$ cat config.mk
export PLATFORM = sky130hd
export DESIGN_NAME = gpio_reg_bank
export DESIGN_NICKNAME = d
export VERILOG_FILES = /design/src/rtl/gpio_bank_pkg.sv /design/src/rtl/gpio_addr_decode.sv /design/src/rtl/gpio_alias_reg.sv /design/src/rtl/gpio_reg_bank.sv
export SDC_FILE = /design/constraint.sdc
export NUM_CORES = 1
export LEC_CHECK = 0
export ABC_AREA = 1
export CAP_MARGIN = 20
export CELL_PAD_IN_SITES_DETAIL_PLACEMENT = 2
export CELL_PAD_IN_SITES_GLOBAL_PLACEMENT = 2
export CORE_AREA = 2 2 238 193
export DETAILED_ROUTE_END_ITERATION = 6
export DIE_AREA = 0 0 240 195
export PLACE_DENSITY_LB_ADDON = 0.08
export SYNTH_ARGS = -nofsm -noshare
export SYNTH_HDL_FRONTEND = slang
export SYNTH_HIERARCHICAL = 1
export SYNTH_SLANG_ARGS = --single-unit
export TNS_END_PERCENT = 30
$ cat constraint.sdc
create_clock -name clk -period 6.9 [get_ports clk]
set_input_delay 1.38 -clock clk [delete_from_list [all_inputs] [get_ports clk]]
set_output_delay 1.38 -clock clk [all_outputs]
set_load 0.05 [all_outputs]
$ cat src/rtl/gpio_bank_pkg.sv
package gpio_bank_pkg;
  localparam int SLOT_COUNT  = 17;
  localparam int ALIAS_SLOTS = 12;
  localparam int GROUP_COUNT = 8;
  localparam logic [1:0] SIZE_HALF = 2'd1;

  typedef enum logic [2:0] {
    GRP_DATA, GRP_MASKA, GRP_MASKB, GRP_DIR,
    GRP_POLAR, GRP_EDGE, GRP_BOTH, GRP_INEN
  } grp_e;

  typedef enum logic [1:0] {
    OP_WRITE, OP_CLEAR, OP_SET, OP_TOGGLE
  } op_e;
endpackage

$ cat src/rtl/gpio_addr_decode.sv
module gpio_addr_decode
  import gpio_bank_pkg::*;
#(
  parameter int ADDR_W = 8
) (
  input  logic [ADDR_W-1:0] addr,
  input  logic [1:0]        size,
  output logic              ok,
  output grp_e              grp,
  output op_e               op
);
  localparam int IDX_W = ADDR_W - 2;

  logic [IDX_W-1:0] idx;
  logic [IDX_W-1:0] plain_off;

  assign idx       = addr[ADDR_W-1:2];
  assign plain_off = idx - IDX_W'(ALIAS_SLOTS - 3);

  always_comb begin
    ok  = (size == SIZE_HALF) && (addr[1:0] == 2'b00) && (idx < IDX_W'(SLOT_COUNT));
    grp = GRP_DATA;
    op  = OP_WRITE;
    if (idx < IDX_W'(ALIAS_SLOTS)) begin
      grp = grp_e'({1'b0, idx[3:2]});
      op  = op_e'(idx[1:0]);
    end else if (ok) begin
      grp = grp_e'(plain_off[2:0]);
    end
  end
endmodule

$ cat src/rtl/gpio_alias_reg.sv
module gpio_alias_reg
  import gpio_bank_pkg::*;
#(
  parameter int W = 16
) (
  input  logic         clk,
  input  logic         rst_n,
  input  logic         bus_we,
  input  op_e          bus_op,
  input  logic [W-1:0] bus_wdata,
  input  logic         pin_we,
  input  logic [W-1:0] pin_sel,
  input  logic         pin_level,
  output logic [W-1:0] q
);
  logic [W-1:0] q_next;

  always_comb begin
    q_next = q;
    if (bus_we) begin
      unique case (bus_op)
        OP_WRITE:  q_next = bus_wdata;
        OP_CLEAR:  q_next = q & ~bus_wdata;
        OP_SET:    q_next = q | bus_wdata;
        OP_TOGGLE: q_next = q ^ bus_wdata;
        default:   q_next = q;
      endcase
    end else if (pin_we) begin
      q_next = (q & ~pin_sel) | (pin_level ? pin_sel : '0);
    end
  end

  always_ff @(posedge clk) begin
    if (!rst_n) q <= '0;
    else        q <= q_next;
  end

  assert_clear_drops_R3: assert property (@(posedge clk) disable iff (!rst_n)
    (bus_we && bus_op == OP_CLEAR) |=> ((q & $past(bus_wdata)) == '0));
  assert_set_raises_R4: assert property (@(posedge clk) disable iff (!rst_n)
    (bus_we && bus_op == OP_SET) |=> ((q & $past(bus_wdata)) == $past(bus_wdata)));
  assert_toggle_flips_R5: assert property (@(posedge clk) disable iff (!rst_n)
    (bus_we && bus_op == OP_TOGGLE) |=> ((q ^ $past(q)) == $past(bus_wdata)));
  assert_idle_holds_R7: assert property (@(posedge clk) disable iff (!rst_n)
    (!bus_we && !pin_we) |=> $stable(q));
endmodule

$ cat src/rtl/gpio_reg_bank.sv
module gpio_reg_bank
  import gpio_bank_pkg::*;
#(
  parameter int DATA_W = 16,
  parameter int ADDR_W = 8,
  localparam int PIN_W = $clog2(DATA_W)
) (
  input  logic              clk,
  input  logic              rst_n,
  input  logic              req_valid,
  input  logic              req_write,
  input  logic [ADDR_W-1:0] req_addr,
  input  logic [1:0]        req_size,
  input  logic [DATA_W-1:0] req_wdata,
  output logic              rsp_valid,
  output logic              rsp_err,
  output logic [DATA_W-1:0] rsp_rdata,
  input  logic              pin_valid,
  input  logic [PIN_W-1:0]  pin_idx,
  input  logic              pin_level
);
  logic acc_ok;
  grp_e acc_grp;
  op_e  acc_op;

  gpio_addr_decode #(.ADDR_W(ADDR_W)) u_dec (
    .addr (req_addr),
    .size (req_size),
    .ok   (acc_ok),
    .grp  (acc_grp),
    .op   (acc_op)
  );

  logic [DATA_W-1:0] grp_q [GROUP_COUNT];
  logic [GROUP_COUNT*DATA_W-1:0] all_q;
  logic [DATA_W-1:0] dir_q, inen_q, data_q;
  logic [DATA_W-1:0] pin_sel;
  logic              pin_hit;
  logic              data_bus_we;

  assign dir_q   = grp_q[GRP_DIR];
  assign inen_q  = grp_q[GRP_INEN];
  assign data_q  = grp_q[GRP_DATA];
  assign pin_sel = DATA_W'(1) << pin_idx;
  assign pin_hit = pin_valid && !dir_q[pin_idx] && inen_q[pin_idx];
  assign data_bus_we = req_valid && req_write && acc_ok && (acc_grp == GRP_DATA);

  for (genvar g = 0; g < GROUP_COUNT; g++) begin : g_reg
    logic bus_we_g;
    logic pin_we_g;
    assign bus_we_g = req_valid && req_write && acc_ok && (acc_grp == grp_e'(g));
    if (g == int'(GRP_DATA)) begin : g_pin
      assign pin_we_g = pin_hit;
    end else begin : g_nopin
      assign pin_we_g = 1'b0;
    end
    gpio_alias_reg #(.W(DATA_W)) u_reg (
      .clk       (clk),
      .rst_n     (rst_n),
      .bus_we    (bus_we_g),
      .bus_op    (acc_op),
      .bus_wdata (req_wdata),
      .pin_we    (pin_we_g),
      .pin_sel   (pin_sel),
      .pin_level (pin_level),
      .q         (grp_q[g])
    );
    assign all_q[g*DATA_W +: DATA_W] = grp_q[g];
  end

  always_ff @(posedge clk) begin
    if (!rst_n) begin
      rsp_valid <= 1'b0;
      rsp_err   <= 1'b0;
      rsp_rdata <= '0;
    end else begin
      rsp_valid <= req_valid;
      rsp_err   <= req_valid && !acc_ok;
      rsp_rdata <= (req_valid && acc_ok && !req_write) ? grp_q[acc_grp] : '0;
    end
  end

  assert_rsp_follows_R9: assert property (@(posedge clk) disable iff (!rst_n)
    req_valid |=> rsp_valid);
  assert_no_stray_rsp_R9: assert property (@(posedge clk) disable iff (!rst_n)
    !req_valid |=> !rsp_valid);
  assert_err_quiet_R7: assert property (@(posedge clk) disable iff (!rst_n)
    (req_valid && !acc_ok && !pin_valid) |=> $stable(all_q));
  assert_err_zero_data_R8: assert property (@(posedge clk) disable iff (!rst_n)
    rsp_err |-> (rsp_valid && rsp_rdata == '0));
  assert_pin_lands_R10: assert property (@(posedge clk) disable iff (!rst_n)
    (pin_hit && !data_bus_we) |=> (data_q[$past(pin_idx)] == $past(pin_level)));
  assert_pin_blocked_R11: assert property (@(posedge clk) disable iff (!rst_n)
    (pin_valid && (dir_q[pin_idx] || !inen_q[pin_idx]) && !data_bus_we) |=> $stable(data_q));
  assert_bus_wins_R12: assert property (@(posedge clk) disable iff (!rst_n)
    (pin_valid && data_bus_we && acc_op == OP_WRITE) |=> (data_q == $past(req_wdata)));
endmodule

**Word-level counts from Yosys, hierarchy flattened**

Cells that the tools add are included.

- Bits in registers: 146
- Latch bits: 0
- Bits in writable memories: 0
- ROM bits: 0
- Memories kept: 0

- $add $sub $neg: 1
- $mul: 0
- Divide/modulo/power cells: 0
- $lt $le $gt $ge: 4
- Equal/unequal tests: 11
- Shift operators: 1
- Multiplexer cells: 21
- Bitwise gates (word level): 29
- Reduce and logical (&&, ||, !) cells: 25

Operators by type and width:

| kind | count |
|---|---|
| $pmux 16 s4 | 8 |
| $and 16x16->16 | 9 |
| $or 16x16->16 | 9 |
| $xor 16x16->16 | 8 |
| $mux 16 | 5 |
| $bmux 16 s3 | 1 |
| $not 16->16 | 2 |
| $logic_and 1x1->1 | 17 |
| $shl 1x4->16 const A | 1 |
| $eq 3x3->1 const B | 4 |
| $bmux 1 s4 | 2 |
| $eq 3x2->1 const B | 2 |
| $lt 6x4->1 const B | 1 |
| $lt 6x5->1 const B | 1 |
| $mux 3 | 2 |
| $lt 4x5->1 const B | 1 |
| $eq 2x1->1 const B | 2 |
| $eq 2x2->1 const B | 2 |
| $ge 4x4->1 const B | 1 |
| $logic_not 2->1 | 2 |
| $not 3->4 | 1 |
| $eq 3x1->1 const B | 1 |
| $logic_not 1->1 | 3 |
| $logic_not 3->1 | 1 |
| other kinds (5) | 6 |

**Depth between registers and ports, before layout**

- Word-level depth: 9
- Mapped depth: 18
- Depth with buffers taken out: 16

**Hierarchy**

The synthesis kept the hierarchy.

Modules (own cells, without submodules):

| module | instances | cells an instance | area an instance (µm²) | seq. area each (µm²) |
|---|---|---|---|---|
| gpio_alias_reg | 8 | 292 | 1784.2 | 320.3 |
| gpio_reg_bank | 1 | 332 | 1779.2 | 360.3 |
| gpio_addr_decode | 1 | 33 | 162.7 | 0.0 |

**Worst setup path after synthesis**

No wires, ideal clock.

- Path type: input -> register
- From: in req_addr[7]
- To: reg (tool-made name)
- Arrival time: 4522 ps
- Required time: 6783 ps
- Slack: 2261 ps
- Stages: 9
- Path through: nor2_4 > nand2_2 > nor2_1 > inv_2 > nand2_2 > clkbuf_2 > o21ai_0 > nor2_1 > nor2_1

RTL lines:

| element | line | RTL |
|---|---|---|
| start: declaration | gpio_reg_bank.sv:12 | `input logic [ADDR_W-1:0] req_addr,` |

==> flow_summary.json <==
{
  "grt_pass1_wl_um": 125000,
  "cts_root_buf": "clkbuf_16",
  "setup_viol": 0,
  "overflow": 0,
  "power_density_nw_per_um2": 128.8,
  "clock_latency_ns": 0.48,
  "row_count": 69,
  "seq_area_frac_synth_pct": 18.02,
  "fin_ws_ns": 2.535,
  "start_kind": "input pin",
  "cts_resized": 0,
  "cts_buffers": 17,
  "crit_buf_inv": 6,
  "min_period_ns": 4.365,
  "via_count": 18832,
  "finalCritPeriodShare_pct": 63.27,
  "die_w_um": 240,
  "synth_edf_count": 0,
  "drt_iter0_markers": 1303,
  "first_global_vias": 19787,
  "htree_levels": 4,
  "vias_per_cell": 5.625,
  "cp_slowest_cell": "nor2_1",
  "netlist_top_cells_area": "ha_1, dfxtp_1, nand2_1, inv_1, nand3_1",
  "fin_skew_ns": 0.01212,
  "io_pins": 54,
  "clock_sinks": 146,
  "critPathKind": "in -> reg",
  "start_util_pct": 36.68,
  "drc_errors": 0,
  "slowest_delay_ns": 0.56,
  "placed_cells": 3312,
  "tritoncts": "built",
  "worst_slew_pin_slew_ns": 1.215,
  "irDropWorstVdd_mv": 0.1776,
  "netlist.area_leader.share_pct": 19.83,
  "worstPathCellList": "clkdlybuf4s50_1 -> inv_1 -> ha_1 -> inv_1 -> nor2_1 -> nand2_1 -> nand2_1 -> nand2_1 -> inv_1 -> inv_1 -> nor2_1 -> nand2_1 -> nor2_1 -> inv_1 -> nand2_1 -> o21ai_0 -> nor2_1",
  "clk_pin_slew_worst_paths_ns": 0.08,
  "drv_cap": 0,
  "critPathTopFamily": "simple AND/OR/NAND/NOR gates",
  "seqCellArea_um2": 2923,
  "firstDrtPassIters": 5,
  "syn_to_final_growth_pct": 10.51,
  "port_buffers": 53,
  "antenna_found_initial": 0,
  "slew_violations": 0,
  "yosysTopAreaCell": "ha_1",
  "syn_area_um2": 16220,
  "post_cts_buffers": 0,
  "gp_congestion": 0.9412,
  "grt_use_total_pct": 35.86,
  "synth.distinct_cells": 29,
  "synth.avg_cell_area_um2": 6.004,
  "ctsHoldBuffers": 0,
  "stdcell_count": 3348,
  "rsz0062_at_grt": "false",
  "max_freq_mhz": 229.1,
  "fill_cells": 5592,
  "dieArea_um2": 46800,
  "tns_ns": 0,
  "leakage_nw": 9.233,
  "drt-wirelength-per-cell_um": 25.02,
  "status": "finished, final reports clean",
  "netlist_instances": 2701,
  "nNetsFinal": 3022,
  "routed_wl_um": 83780,
  "cts_max_path_buffers": 2,
  "ys.flop_type": "dfxtp_1",
  "grt_max_degree": 75,
  "hold_class": "reg -> reg",
  "dp_hpwl_um": 58940,
  "required_ns": 7.30,
  "dp_slack_ns": 2.141,
  "layout-drive-gt1-share_pct": 5.215,
  "slew_headroom_pct": 18.76,
  "cp_max_fo": 16,
  "ys_seq_elements": 146,
  "hold_viol": 0,
  "cp.arrival_ns": 4.77,
  "multiInputGateArea_um2": 11150,
  "ant_nets": 0,
  "fp.dieH_um": 195,
  "coreArea_um2": 44200,
  "cp-end-kind": "register",
  "yosysWarnings": 6,
  "async_flop_share_pct": 0
}
through the flow:
step	cell area [µm²]	total power [W]	hold WS, ns	util, %
2_1_floorplan	16340	0.001127	0.4856	-
3_3_place_gp	17320	0.001271	0.6693	39.19
3_5_place_dp	17320	0.001304	0.6396	39.19
4_1_cts	17900	0.002296	0.6769	40.50
5_1_grt	17910	0.002388	0.7024	40.52
6_report	17920	0.002308	0.6674	40.54
synthesized netlist by cell type (4+ instances only):
master	instances
nand2_1	624
inv_1	433
nor2_1	307
nand3_1	301
ha_1	257
o21ai_0	250
dfxtp_1	146
a21oi_1	141
buf_2	42
clkbuf_1	21
inv_2	21
a22oi_1	17
nor2_4	17
buf_6	16
clkbuf_2	16
nor3_1	16
o21ai_1	14
nand4_1	12
nand2_2	11
buf_4	10
a211oi_1	9
buf_1	8
nor2_2	4
cells in the final DEF (no fill, tap or decap), types with 9 or more instances in the layout:
cell type	count
ha_1	257
clkdlybuf4s50_1	51
nor2_1	304
a211oi_1	9
clkbuf_16	17
nand4_1	12
a22oi_1	17
nand3_1	301
inv_1	433
nand2_2	11
o21ai_0	250
dfxtp_1	146
nand2_1	624
a21oi_1	141
buf_4	36
nor2_4	19
inv_2	21
conb_1	35
nor3_2	17
o21ai_1	14
layout make-up:
cell class              instances  share of cell area, %
repair buffers                 88                  4.420
inverters                     456                  9.552
diodes                          3                0.04189
well taps                     603                  4.210
clock inverters                14                 0.7820
flip-flops and latches        146                  16.31
clock buffers                  18                  2.451
multi-input cells            2020                  62.23
tightest hold or removal path, cell delays in order, from the launching register on:
cell and delay [ns]:
dfxtp_1 0.40, a211oi_1 0.10, nor2_1 0.11
where the power goes:
group	leakage [nW]	total, W	switching (W)	internal, W
Sequential	1.18	0.000870	0.0000173	0.000853
Clock	0.273	0.000996	0.000458	0.000539
Combinational	7.78	0.000441	0.000335	0.000106
Total	9.23	0.00231	0.000810	0.00150
worst paths after layout:
check	from	cells past startpoint	slack (ns)	endpoint
setup / recovery	req_addr[2]	17	2.53	register
hold / removal	register	2	0.67	rsp_rdata[5]
setup reg to reg	register	11	4.70	register
hold reg to reg	register	2	0.67	rsp_rdata[5]
cell families after synthesis:
kind of cell,Yosys count,share of synthesized area [%]
AND/OR/NAND/NOR,1295,33.72
AO/OA/AOI/OAI,433,13.81
adder cells (fa/ha/maj),257,19.83
flip-flops,146,18.02
other,1,0.02313
buffers and inverters,569,14.59
per-layer routing:
layer | GRT usage (%) | routed length, µm | up-vias
met5 | 0 | 0 | -
met4 | 12.79 | 3137 | 0
met3 | 3.845 | 4627 | 122
met2 | 58.22 | 37750 | 575
met1 | 49.07 | 38260 | 9584
li1 | - | - | 8551
No activity file was read; power rests on OpenSTA's default activity.
